`src/rtl/pwr_seq_pkg.sv`:
```
package pwr_seq_pkg;

  typedef enum logic [1:0] {
    PH_OFF,
    PH_UP,
    PH_ON,
    PH_DOWN
  } phase_e;

  typedef enum logic [3:0] {
    ACT_NONE,
    ACT_HOLD_RST,
    ACT_PWR_ON,
    ACT_MEM_BASE,
    ACT_BANK,
    ACT_UNCLAMP,
    ACT_CORE_REL,
    ACT_CLK_ON,
    ACT_RUN,
    ACT_CLK_OFF,
    ACT_CLAMP,
    ACT_MEM_OFF,
    ACT_RST,
    ACT_PWR_OFF
  } act_e;

  localparam int DN_STEPS = 5;

endpackage

```
`src/rtl/pwr_seq_timer.sv`:
```
module pwr_seq_timer #(
  parameter int STEP_GAP   = 4,
  parameter int SETTLE_CYC = 20
) (
  input  logic clk_i,
  input  logic rst_ni,
  input  logic load_i,
  input  logic long_i,
  output logic expired_o
);
  localparam int MAX_W = (STEP_GAP > SETTLE_CYC) ? STEP_GAP : SETTLE_CYC;
  localparam int CNT_W = (MAX_W > 1) ? $clog2(MAX_W + 1) : 1;
  localparam logic [CNT_W-1:0] GAP_LD    = CNT_W'(STEP_GAP - 1);
  localparam logic [CNT_W-1:0] SETTLE_LD = CNT_W'(SETTLE_CYC - 1);

  logic [CNT_W-1:0] cnt_q;

  always_ff @(posedge clk_i or negedge rst_ni) begin
    if (!rst_ni)              cnt_q <= '0;
    else if (load_i)          cnt_q <= long_i ? SETTLE_LD : GAP_LD;
    else if (cnt_q != '0)     cnt_q <= cnt_q - 1'b1;
  end

  assign expired_o = (cnt_q == '0);

  // a new wait is only armed once the previous one has run out
  p_load_when_due_r3: assert property (@(posedge clk_i) disable iff (!rst_ni)
    load_i |-> expired_o);

  // a counting wait shrinks by exactly one per cycle
  p_count_down_r3: assert property (@(posedge clk_i) disable iff (!rst_ni)
    (!$past(load_i) && $past(cnt_q) != '0) |-> cnt_q == $past(cnt_q) - 1'b1);

endmodule

```
`src/rtl/pwr_seq_ctrl.sv`:
```
module pwr_seq_ctrl
  import pwr_seq_pkg::*;
#(
  parameter int NUM_BANKS = 3,
  localparam int UP_STEPS = 7 + NUM_BANKS,
  localparam int IDX_W    = $clog2(UP_STEPS),
  localparam int SEL_W    = (NUM_BANKS > 1) ? $clog2(NUM_BANKS) : 1
) (
  input  logic             clk_i,
  input  logic             rst_ni,
  input  logic             up_req_i,
  input  logic             down_req_i,
  input  logic             expired_i,
  output act_e             act_o,
  output logic [SEL_W-1:0] bank_sel_o,
  output logic             load_o,
  output logic             long_o,
  output logic             busy_o,
  output logic             done_o
);
  localparam int BANK_LO = 3;
  localparam int BANK_HI = 2 + NUM_BANKS;

  phase_e           phase_q, phase_d;
  logic [IDX_W-1:0] idx_q, idx_d;
  logic             done_q;
  logic             fire, last, go_up;
  act_e             act;

  function automatic act_e up_act(input logic [IDX_W-1:0] i);
    int k;
    k = int'(i);
    if (k == 0)                  return ACT_HOLD_RST;
    else if (k == 1)             return ACT_PWR_ON;
    else if (k == 2)             return ACT_MEM_BASE;
    else if (k <= BANK_HI)       return ACT_BANK;
    else if (k == BANK_HI + 1)   return ACT_UNCLAMP;
    else if (k == BANK_HI + 2)   return ACT_CORE_REL;
    else if (k == BANK_HI + 3)   return ACT_CLK_ON;
    else                         return ACT_RUN;
  endfunction

  function automatic act_e dn_act(input logic [IDX_W-1:0] i);
    case (int'(i))
      0:       return ACT_CLK_OFF;
      1:       return ACT_CLAMP;
      2:       return ACT_MEM_OFF;
      3:       return ACT_RST;
      default: return ACT_PWR_OFF;
    endcase
  endfunction

  always_comb begin
    fire    = 1'b0;
    idx_d   = idx_q;
    phase_d = phase_q;
    go_up   = (phase_q == PH_UP);
    unique case (phase_q)
      PH_OFF: if (up_req_i) begin
        fire = 1'b1; idx_d = '0; go_up = 1'b1; phase_d = PH_UP;
      end
      PH_ON: if (down_req_i) begin
        fire = 1'b1; idx_d = '0; go_up = 1'b0; phase_d = PH_DOWN;
      end
      default: if (expired_i) begin
        fire = 1'b1; idx_d = idx_q + 1'b1;
      end
    endcase
    last = fire && (go_up ? (idx_d == IDX_W'(UP_STEPS - 1))
                          : (idx_d == IDX_W'(DN_STEPS - 1)));
    if (last) phase_d = go_up ? PH_ON : PH_OFF;
    act = ACT_NONE;
    if (fire) act = go_up ? up_act(idx_d) : dn_act(idx_d);
  end

  // highest bank first
  always_comb begin
    bank_sel_o = '0;
    if (int'(idx_d) >= BANK_LO && int'(idx_d) <= BANK_HI)
      bank_sel_o = SEL_W'(BANK_HI - int'(idx_d));
  end

  always_ff @(posedge clk_i or negedge rst_ni) begin
    if (!rst_ni) begin
      phase_q <= PH_OFF;
      idx_q   <= '0;
      done_q  <= 1'b0;
    end else begin
      phase_q <= phase_d;
      idx_q   <= idx_d;
      done_q  <= last;
    end
  end

  assign act_o  = act;
  assign load_o = fire && !last;
  assign long_o = (act == ACT_PWR_ON);
  assign busy_o = (phase_q == PH_UP) || (phase_q == PH_DOWN);
  assign done_o = done_q;

  p_done_pulse_r7: assert property (@(posedge clk_i) disable iff (!rst_ni)
    done_o |=> !done_o);

  p_done_idle_r7: assert property (@(posedge clk_i) disable iff (!rst_ni)
    done_o |-> !busy_o);

  // inside a sequence the step index holds or advances by one, never restarts
  p_no_restart_r8: assert property (@(posedge clk_i) disable iff (!rst_ni)
    (busy_o && $past(busy_o)) |-> (idx_q == $past(idx_q) || idx_q == $past(idx_q) + 1'b1));

endmodule

```
`src/rtl/pwr_seq_ctl_regs.sv`:
```
module pwr_seq_ctl_regs
  import pwr_seq_pkg::*;
#(
  parameter int NUM_BANKS = 3,
  localparam int SEL_W = (NUM_BANKS > 1) ? $clog2(NUM_BANKS) : 1
) (
  input  logic                 clk_i,
  input  logic                 rst_ni,
  input  act_e                 act_i,
  input  logic [SEL_W-1:0]     bank_sel_i,
  output logic                 clk_en_o,
  output logic                 hs_en_o,
  output logic                 ldo_byp_o,
  output logic                 io_clamp_o,
  output logic                 ret_en_o,
  output logic                 tag_en_o,
  output logic                 trace_en_o,
  output logic                 stby_o,
  output logic [NUM_BANKS-1:0] bank_en_o,
  output logic                 core_rst_o,
  output logic                 bus_rst_o,
  output logic                 halt_o
);
  logic clk_q, hs_q, ldo_q, clamp_q, ret_q, tag_q, trace_q, stby_q;
  logic core_rst_q, bus_rst_q, halt_q;

  always_ff @(posedge clk_i or negedge rst_ni) begin
    if (!rst_ni) begin
      clk_q      <= 1'b0;
      hs_q       <= 1'b0;
      ldo_q      <= 1'b0;
      clamp_q    <= 1'b1;
      ret_q      <= 1'b0;
      tag_q      <= 1'b0;
      trace_q    <= 1'b0;
      stby_q     <= 1'b0;
      core_rst_q <= 1'b1;
      bus_rst_q  <= 1'b1;
      halt_q     <= 1'b1;
    end else begin
      case (act_i)
        ACT_HOLD_RST: begin core_rst_q <= 1'b1; bus_rst_q <= 1'b1; halt_q <= 1'b1; end
        ACT_PWR_ON:   begin hs_q <= 1'b1; ldo_q <= 1'b1; end
        ACT_MEM_BASE: begin ret_q <= 1'b1; tag_q <= 1'b1; trace_q <= 1'b1; stby_q <= 1'b1; end
        ACT_UNCLAMP:  clamp_q <= 1'b0;
        ACT_CORE_REL: core_rst_q <= 1'b0;
        ACT_CLK_ON:   clk_q <= 1'b1;
        ACT_RUN:      halt_q <= 1'b0;
        ACT_CLK_OFF:  clk_q <= 1'b0;
        ACT_CLAMP:    clamp_q <= 1'b1;
        ACT_MEM_OFF:  begin ret_q <= 1'b0; tag_q <= 1'b0; trace_q <= 1'b0; stby_q <= 1'b0; end
        ACT_RST:      begin core_rst_q <= 1'b1; bus_rst_q <= 1'b1; end
        ACT_PWR_OFF:  hs_q <= 1'b0;
        default: ;
      endcase
    end
  end

  for (genvar b = 0; b < NUM_BANKS; b++) begin : g_bank
    logic en_q;
    always_ff @(posedge clk_i or negedge rst_ni) begin
      if (!rst_ni)                                          en_q <= 1'b0;
      else if (act_i == ACT_BANK && bank_sel_i == SEL_W'(b)) en_q <= 1'b1;
      else if (act_i == ACT_MEM_OFF)                         en_q <= 1'b0;
    end
    assign bank_en_o[b] = en_q;

    if (b < NUM_BANKS - 1) begin : g_ord
      p_bank_order_r4: assert property (@(posedge clk_i) disable iff (!rst_ni)
        $rose(bank_en_o[b]) |-> bank_en_o[b+1]);
    end
  end

  assign clk_en_o   = clk_q;
  assign hs_en_o    = hs_q;
  assign ldo_byp_o  = ldo_q;
  assign io_clamp_o = clamp_q;
  assign ret_en_o   = ret_q;
  assign tag_en_o   = tag_q;
  assign trace_en_o = trace_q;
  assign stby_o     = stby_q;
  assign core_rst_o = core_rst_q;
  assign bus_rst_o  = bus_rst_q;
  assign halt_o     = halt_q;

  p_one_bank_rise_r4: assert property (@(posedge clk_i) disable iff (!rst_ni)
    $countones(bank_en_o & ~$past(bank_en_o)) <= 1);

  p_mem_powered_r3: assert property (@(posedge clk_i) disable iff (!rst_ni)
    (|{bank_en_o, ret_q, tag_q, trace_q, stby_q}) |-> hs_q);

  p_clk_safe_r5: assert property (@(posedge clk_i) disable iff (!rst_ni)
    clk_q |-> (!clamp_q && !core_rst_q && bus_rst_q && hs_q));

  p_ldo_kept_r6: assert property (@(posedge clk_i) disable iff (!rst_ni)
    !$fell(ldo_q));

endmodule

```
`src/rtl/pwr_seq_top.sv`:
```
module pwr_seq_top
  import pwr_seq_pkg::*;
#(
  parameter int STEP_GAP   = 4,
  parameter int SETTLE_CYC = 20,
  parameter int NUM_BANKS  = 3
) (
  input  logic                 clk_i,
  input  logic                 rst_ni,
  input  logic                 pwr_up_i,
  input  logic                 pwr_down_i,
  output logic                 busy_o,
  output logic                 done_o,
  output logic                 core_clk_en_o,
  output logic                 hs_en_o,
  output logic                 ldo_byp_o,
  output logic                 io_clamp_o,
  output logic                 mem_ret_en_o,
  output logic                 l2_tag_en_o,
  output logic                 trace_mem_en_o,
  output logic                 l2_stby_o,
  output logic [NUM_BANKS-1:0] l2_bank_en_o,
  output logic                 core_rst_o,
  output logic                 bus_rst_o,
  output logic                 core_halt_o
);
  localparam int SEL_W = (NUM_BANKS > 1) ? $clog2(NUM_BANKS) : 1;

  act_e             act;
  logic [SEL_W-1:0] bank_sel;
  logic             load, long_wait, expired;

  pwr_seq_timer #(.STEP_GAP(STEP_GAP), .SETTLE_CYC(SETTLE_CYC)) u_timer (
    .clk_i, .rst_ni, .load_i(load), .long_i(long_wait), .expired_o(expired)
  );

  pwr_seq_ctrl #(.NUM_BANKS(NUM_BANKS)) u_ctrl (
    .clk_i, .rst_ni,
    .up_req_i(pwr_up_i), .down_req_i(pwr_down_i), .expired_i(expired),
    .act_o(act), .bank_sel_o(bank_sel), .load_o(load), .long_o(long_wait),
    .busy_o, .done_o
  );

  pwr_seq_ctl_regs #(.NUM_BANKS(NUM_BANKS)) u_regs (
    .clk_i, .rst_ni, .act_i(act), .bank_sel_i(bank_sel),
    .clk_en_o(core_clk_en_o), .hs_en_o, .ldo_byp_o, .io_clamp_o,
    .ret_en_o(mem_ret_en_o), .tag_en_o(l2_tag_en_o), .trace_en_o(trace_mem_en_o),
    .stby_o(l2_stby_o), .bank_en_o(l2_bank_en_o), .core_rst_o, .bus_rst_o,
    .halt_o(core_halt_o)
  );

endmodule

```
`config.mk`:
```
export PLATFORM = sky130hd
export DESIGN_NAME = pwr_seq_top
export DESIGN_NICKNAME = d
export VERILOG_FILES = /design/src/rtl/pwr_seq_pkg.sv /design/src/rtl/pwr_seq_timer.sv /design/src/rtl/pwr_seq_ctrl.sv /design/src/rtl/pwr_seq_ctl_regs.sv /design/src/rtl/pwr_seq_top.sv
export SDC_FILE = /design/constraint.sdc
export NUM_CORES = 1
export LEC_CHECK = 0
export CAP_MARGIN = 10
export CORE_MARGIN = 2
export CORE_UTILIZATION = 25
export CTS_CLUSTER_DIAMETER = 60
export DETAILED_ROUTE_END_ITERATION = 8
export PLACE_DENSITY = 0.45
export SKIP_LAST_GASP = 1
export SLEW_MARGIN = 40
export SYNTH_ARGS = -nofsm -noshare
export SYNTH_HDL_FRONTEND = slang
export SYNTH_HIERARCHICAL = 1
export SYNTH_SLANG_ARGS = --single-unit
```
`constraint.sdc`:
```
create_clock -name clk_i -period 4.5 [get_ports clk_i]
set_clock_uncertainty 0.05 [all_clocks]
set_input_delay 0.9 -clock clk_i [delete_from_list [all_inputs] [get_ports clk_i]]
set_output_delay 0.9 -clock clk_i [all_outputs]
set_load 0.01 [all_outputs]
```
Word level (Yosys, flattened, before mapping)
Index checks and enable logic that the tools add are counted.
- $add $sub $neg: 3
- magnitude comparators: 2
- eq/ne operators: 30
- muxes and demuxes: 41
- reduce and logical (&&, ||, !) cells: 27
- operator list (cell ; count):
    $mux W4 ; 12
    $eq A4 B4 Y1 const B ; 10
    $eq A4 B3 Y1 const B ; 6
    $eq A4 B2 Y1 const B ; 5
    $reduce_bool A2 Y1 ; 10
    $pmux W1 S2 ; 8
    $mux W5 ; 3
    $pmux W3 S4 ; 1
    $mux W1 ; 10
    $mux W2 ; 5
    $eq A4 B1 Y1 const B ; 2
    $logic_not A4 Y1 ; 2
    $pmux W4 S2 ; 1
    $eq A2 B2 Y1 const B ; 3
    $logic_and A1 B1 Y1 ; 6
    $ne A3 B2 Y1 const B ; 2
    $logic_not A5 Y1 ; 1
    $reduce_bool A5 Y1 ; 1
    $sub A5 B1 Y5 const B ; 1
    $add A4 B1 Y4 const B ; 1
    $eq A2 B1 Y1 const B ; 2
    $ge A4 B2 Y1 const B ; 1
    $le A4 B3 Y1 const B ; 1
    $logic_not A2 Y1 ; 2
    other kinds (7) ; 7
- flip-flop bits (word level): 22
- bits of input ports: 4
- word-level logic and storage cells: 117

Logic depth before layout (Yosys ltp)
- depth after elaboration: 16
- depth in mapped cells: 14

By module
The synthesis kept the hierarchy.
- modules (own cells, without submodules) (module ; times used ; cells each ; area each (um2)):
    pwr_seq_ctrl ; 1 ; 74 ; 635.6
    pwr_seq_ctl_regs ; 1 ; 49 ; 515.5
    pwr_seq_timer ; 1 ; 26 ; 266.5

Least setup slack after synthesis
No wires, ideal clock.
- path kind: flip-flop to flip-flop
- start: reg u_timer.cnt_q[0]
- end: reg u_regs.stby_q (netlist: u_regs/stby_o)
- library setup time: 0.128 ns
- arrival: 3.249 ns
- path slack: 1.074 ns
- cell stages (with the launch flop): 13
- buffers on the path: 1
- period minus slack after synthesis: 3.426 ns
- cell sequence: dfrtp_1 -> inv_1 -> ha_1 -> nor4b_4 -> buf_2 -> mux2_2 -> a22o_1 -> nor4_1 -> nor2_1 -> a211oi_1 -> and2b_1 -> nand2_1 -> mux2_1
- word-level cells in the longest chain between the ends: 15
- elaborated cells between the ends (all ways): 30
- classes of those cells: order compare (1); eq/ne (10); mux (15); reduce/logical (4)
- ends and longest elaborated chain (what ; RTL line ; source):
    start, declared ; pwr_seq_timer.sv:16 ; logic [CNT_W-1:0] cnt_q;
    start signal, assigned ; pwr_seq_timer.sv:20 ; else if (load_i) cnt_q <= long_i ? SETTLE_LD : GAP_LD;
    start signal, assigned ; pwr_seq_timer.sv:21 ; else if (cnt_q != '0) cnt_q <= cnt_q - 1'b1;
    $logic_not A5 Y1 (*) ; pwr_seq_timer.sv:24 ; assign expired_o = (cnt_q == '0);
    net expired ; pwr_seq_top.sv:31 ; logic load, long_wait, expired;
    $mux W4 (*) ; pwr_seq_ctrl.sv:65 ; default: if (expired_i) begin
    $pmux W4 S2 (*) ; pwr_seq_ctrl.sv:58 ; unique case (phase_q)
    net u_ctrl.idx_d[1] ; pwr_seq_ctrl.sv:25 ; logic [IDX_W-1:0] idx_q, idx_d;
    $eq A4 B4 Y1 ; pwr_seq_ctrl.sv:39 ; else if (k == BANK_HI + 3) return ACT_CLK_ON;
    $mux W4 ; pwr_seq_ctrl.sv:39 ;
    $mux W4 ; pwr_seq_ctrl.sv:38 ; else if (k == BANK_HI + 2) return ACT_CORE_REL;
    $mux W4 ; pwr_seq_ctrl.sv:37 ; else if (k == BANK_HI + 1) return ACT_UNCLAMP;
    $mux W4 ; pwr_seq_ctrl.sv:36 ; else if (k <= BANK_HI) return ACT_BANK;
    $mux W4 ; pwr_seq_ctrl.sv:35 ; else if (k == 2) return ACT_MEM_BASE;
    $mux W4 ; pwr_seq_ctrl.sv:34 ; else if (k == 1) return ACT_PWR_ON;
    $mux W4 ; pwr_seq_ctrl.sv:33 ; if (k == 0) return ACT_HOLD_RST;
    $mux W4 (*) (2 in series) ; pwr_seq_ctrl.sv:73 ; if (fire) act = go_up ? up_act(idx_d) : dn_act(idx_d);
    net act[2] ; pwr_seq_top.sv:29 ; act_e act;
    $eq A4 B4 Y1 or $eq A4 B2 Y1 (tied branches) ; pwr_seq_ctl_regs.sv:41 ; case (act_i)
    $pmux W1 S2 or $reduce_bool A2 Y1 (tied branches) ; - ;
    end signal, assigned ; pwr_seq_ctl_regs.sv:36 ; stby_q <= 1'b0;
    end signal, assigned ; pwr_seq_ctl_regs.sv:44 ; ACT_MEM_BASE: begin ret_q <= 1'b1; tag_q <= 1'b1; trace_q <= 1'b1; stby_q <= 1'b1; end
    end signal, assigned ; pwr_seq_ctl_regs.sv:51 ; ACT_MEM_OFF: begin ret_q <= 1'b0; tag_q <= 1'b0; trace_q <= 1'b0; stby_q <= 1'b0; end
    end, declared ; pwr_seq_ctl_regs.sv:24 ; logic clk_q, hs_q, ldo_q, clamp_q, ret_q, tag_q, trace_q, stby_q;
Mark *: on every way through the listed nets, which the timed path passes. The rest lies on a longest branch.
A chain may end at the register's enable or synchronous reset.

Worst setup path in the final report
- start: reg u_timer.cnt_q[0]
- end: reg u_regs.g_bank[2].en_q
- word-level cells in the longest chain between the ends: 16
- elaborated cells between the ends (all ways): 36
- classes of those cells: add/sub (1); order compare (2); eq/ne (11); mux (16); reduce/logical (6)
- ends and longest elaborated chain (what ; RTL line ; source):
    $logic_not A5 Y1 (*) ; pwr_seq_timer.sv:24 ;
    net expired ; pwr_seq_top.sv:31 ;
    $mux W4 (*) ; pwr_seq_ctrl.sv:65 ;
    $pmux W4 S2 (*) ; pwr_seq_ctrl.sv:58 ;
    net u_ctrl.idx_d[1] ; pwr_seq_ctrl.sv:25 ;
    $eq A4 B4 Y1 ; pwr_seq_ctrl.sv:39 ;
    $mux W4 ; pwr_seq_ctrl.sv:39 ;
    $mux W4 ; pwr_seq_ctrl.sv:38 ;
    [2 not listed] ; - ;
    $mux W4 ; pwr_seq_ctrl.sv:35 ;
    $mux W4 ; pwr_seq_ctrl.sv:34 ;
    $mux W4 ; pwr_seq_ctrl.sv:33 ;
    $mux W4 (*) (2 in series) ; pwr_seq_ctrl.sv:73 ;
    net act[2] ; pwr_seq_top.sv:29 ;
    $eq A4 B3 Y1 ; pwr_seq_ctl_regs.sv:63 ; else if (act_i == ACT_BANK && bank_sel_i == SEL_W'(b)) en_q <= 1'b1;
    $logic_and A1 B1 Y1 ; pwr_seq_ctl_regs.sv:63 ;
    $mux W1 or $reduce_bool A2 Y1 (tied branches) ; - ;
    end signal, assigned ; pwr_seq_ctl_regs.sv:62 ; if (!rst_ni) en_q <= 1'b0;
    end signal, assigned ; pwr_seq_ctl_regs.sv:63 ;
    end signal, assigned ; pwr_seq_ctl_regs.sv:64 ; else if (act_i == ACT_MEM_OFF) en_q <= 1'b0;
    end, declared ; pwr_seq_ctl_regs.sv:60 ; logic en_q;
Marks and branches as above.

==> impl_metrics.ini <==
[clocking]
cts_sinks = 22
cts_tree = yes
cts-resized-gates = 0
cts-buffers-inserted = 3
clockBufferDepth = 2
cts-htree-levels = 1
cts_setup_buffers = 0
insertion_delay_ns = 0.26
hold_buffers = 0
root_buffer = clkbuf_8
cts.reportedPaths.clkPinSlew_ns = 0.08

[cells_and_area]
fill_cells = 559
mostFrequentLayoutCell = dfrtp_1
antenna_cells = 0
drive_gt1_share_pct = 14.8
regArea_um2 = 554
multi_input_area_um2 = 719
design_area_um2 = 1670
final_cell_mix = 19 x dfrtp_1, 17 x clkdlybuf4s50_1, 12 x inv_1
layout.nets = 169
syn_to_final_growth_pct = 17.7
finalNonFillerCells = 234
fin_util_pct = 30.3

[critical_path]
cp.arrival_ns = 3.87
worst_path_dominant_cell_family = simple AND/OR/NAND/NOR gates
rrSetupSlack_ns = 0.78
ff2ff_path_depth = 12
crit_type = reg2reg
critPathSlowestCell = a211oi_1
end_kind = flip-flop
rr_endpoint = u_regs/g_bank[2].en_q$_DFFE_PN0P_
cpPeakStageDelay_ns = 0.60
critPathMaxFanout = 13
r2r_start = u_timer/cnt_q[0]$_DFFE_PN0P_
required_ns = 4.65
crit_chain = inv_1, ha_1, nor4b_4, buf_4, mux2_2, a22o_1, nor4_1, nor2_1, a211oi_1, nand2b_1, nor3_1, a32o_1
critPathLaunchType = flip-flop
cp_num_buf_inv = 2

[power_and_ir_drop]
total_power_mw = 1.13
power_density_nw_per_um2 = 675
ir_drop_v = 0.000161
leakage_nw = 0.679

[synthesis]
synth_seq_cells = 22
yosysUniqueCellTypes = 58
synth_area_um2 = 1420
synthesis.nets = 155
yosys_most_used_dff = dfrtp_1
netlist_instances = 149
yosysSeqAreaShare_pct = 39.1
synth_edf_count = 0
synthArstFlopShare_pct = 100
ys_warn_count = 6
syn_avg_cell_area_um2 = 9.51

[sta]
min_period_ns = 3.72
drv_slew = 0
fmax_mhz = 268
setup_viol = 0
setup_tns_ns = 0
tightestPinTransition_ns = 0.653
worst_slack_ns = 0.775
fin_crit_sh_pct = 82.8
hold_violations = 0
maxSlewHeadroom_pct = 56.2
whs_ns = 0.428
grt_setup_unrepaired = false

[detailed_routing]
route.vias.total = 1118
wl_mm = 3.13
wl_per_cell_um = 13.4
drcViolationCount = 0
vias_per_cell = 4.78
drtIter0Drc = 37
ant_nets = 0
drt_first_pass_iters = 4

[worst_hold_path]
hold_end = u_regs/ldo_byp_o$_DFFE_PN0N_
hp-class = reg2reg
hold_start = u_regs/ldo_byp_o$_DFFE_PN0N_
holdPathStages = 1

[placement]
port_buffers = 18
dp_slack_ns = 0.660
dp_hpwl_mm = 2.28
gp_congestion = 0.872
post_dp_cell_area_um2 = 1620
dpl.cell_count = 230

[floorplanning]
boundaryPins = 20
die_area_um2 = 6290
die_x_um = 79.3
coreArea_um2 = 5510
num_rows = 27
initial_core_util_pct = 25.7
dieHeight_um = 79.3

[grt]
grt_usage_pct = 10.5
grt_max_degree = 23
grt_pass1_wl_mm = 5.32
antenna_found_initial = 0
grt.overflow.total = 0
grt_pass1_vias = 1135

[flow_run]
maxCapViolCount = 0

[outcome]
status = finished, final reports clean
area by class of cell:
cell class                      count  area share (%)
Timing Repair Buffer               22            12.3
Multi-Input combinational cell    100            43.1
Sequential cell                    22            33.2
Tap cell                           72            5.40
Inverter                           14            3.30
Clock buffer                        4            2.70
synth_stat cells (all sizes together) (2+ instances only):
cell type / instances / area (um2)
buf: 11 / 80.1
o21a: 2 / 15.0
o21ai: 4 / 20.0
nor2b: 2 / 20.0
or4: 2 / 18.8
nand2: 10 / 37.5
dfstp: 3 / 78.8
dfrtp: 19 / 475
a21oi: 8 / 43.8
nand2b: 2 / 12.5
or2: 2 / 12.5
a22o: 2 / 17.5
or3: 2 / 12.5
nand3b: 2 / 15.0
nor4: 3 / 18.8
a311oi: 2 / 17.5
mux2i: 2 / 20.0
mux2: 2 / 22.5
and2b: 2 / 15.0
ha: 2 / 25.0
clkbuf: 2 / 8.75
and3: 2 / 12.5
xnor2: 2 / 17.5
a32o: 3 / 30.0
o31ai: 4 / 30.0
nor3: 3 / 15.0
o41ai: 2 / 17.5
nor2: 8 / 37.5
a31oi: 2 / 12.5
inv: 14 / 55.1
nand4: 3 / 18.8
xor2: 2 / 17.5
a211o: 2 / 17.5
nand3: 2 / 10.0
a31o: 2 / 17.5
flip-flops by register name (all words and copies together), names as in the netlist, 2 cells and up:
| signal | flops |
|---|---|
| u_ctrl/idx_q | 4 |
| u_ctrl/phase_q | 2 |
| u_regs/g_bank.en_q | 3 |
| u_timer/cnt_q | 5 |
kinds of logic after synthesis:
kind of cell             synth area share, %
AO/OA/AOI/OAI                           21.2
adder cells (fa/ha/maj)                 1.76
buffers and inverters                   10.1
flip-flops                              39.1
other                                  0.265
XOR/XNOR                                2.47
multiplexers                            3.00
AND/OR/NAND/NOR                         22.1
worst max-delay path by stage:
| stage | slack (ns) | to | startpoint | cells past startpoint |
|---|---|---|---|---|
| final | 0.78 | u_regs/g_bank[2].en_q$_DFFE_PN0P_ | u_timer/cnt_q[0]$_DFFE_PN0P_ | 12 |
| after global routing | 0.45 | u_regs/g_bank[1].en_q$_DFFE_PN0P_ | u_timer/cnt_q[0]$_DFFE_PN0P_ | 12 |
| after CTS | 0.76 | u_regs/g_bank[1].en_q$_DFFE_PN0P_ | u_timer/cnt_q[0]$_DFFE_PN0P_ | 12 |
| after detailed placement | 0.66 | u_regs/g_bank[2].en_q$_DFFE_PN0P_ | pwr_up_i | 9 |
| after global placement | 0.75 | u_regs/stby_o$_DFFE_PN0P_ | pwr_up_i | 9 |
| after floorplan | 1.07 | u_regs/stby_o$_DFFE_PN0P_ | u_timer/cnt_q[0]$_DFFE_PN0P_ | 12 |
per-layer routing:
layer  global-route usage (%)  vias to the layer above  wire length [um]
met5                        0                        -                 0
met4                     3.45                        0                19
met3                     1.48                        2                63
met2                     18.2                       11              1510
met1                     13.2                      542              1540
li1                         -                      563                 -
report_power, final:
group	switching, mW	internal [mW]	total [mW]
clock	0.0628	0.0631	0.126
combinational	0.353	0.293	0.646
sequential	0.0783	0.276	0.354
total	0.494	0.632	1.13
Note: power is estimated with default switching activity, not from simulation.
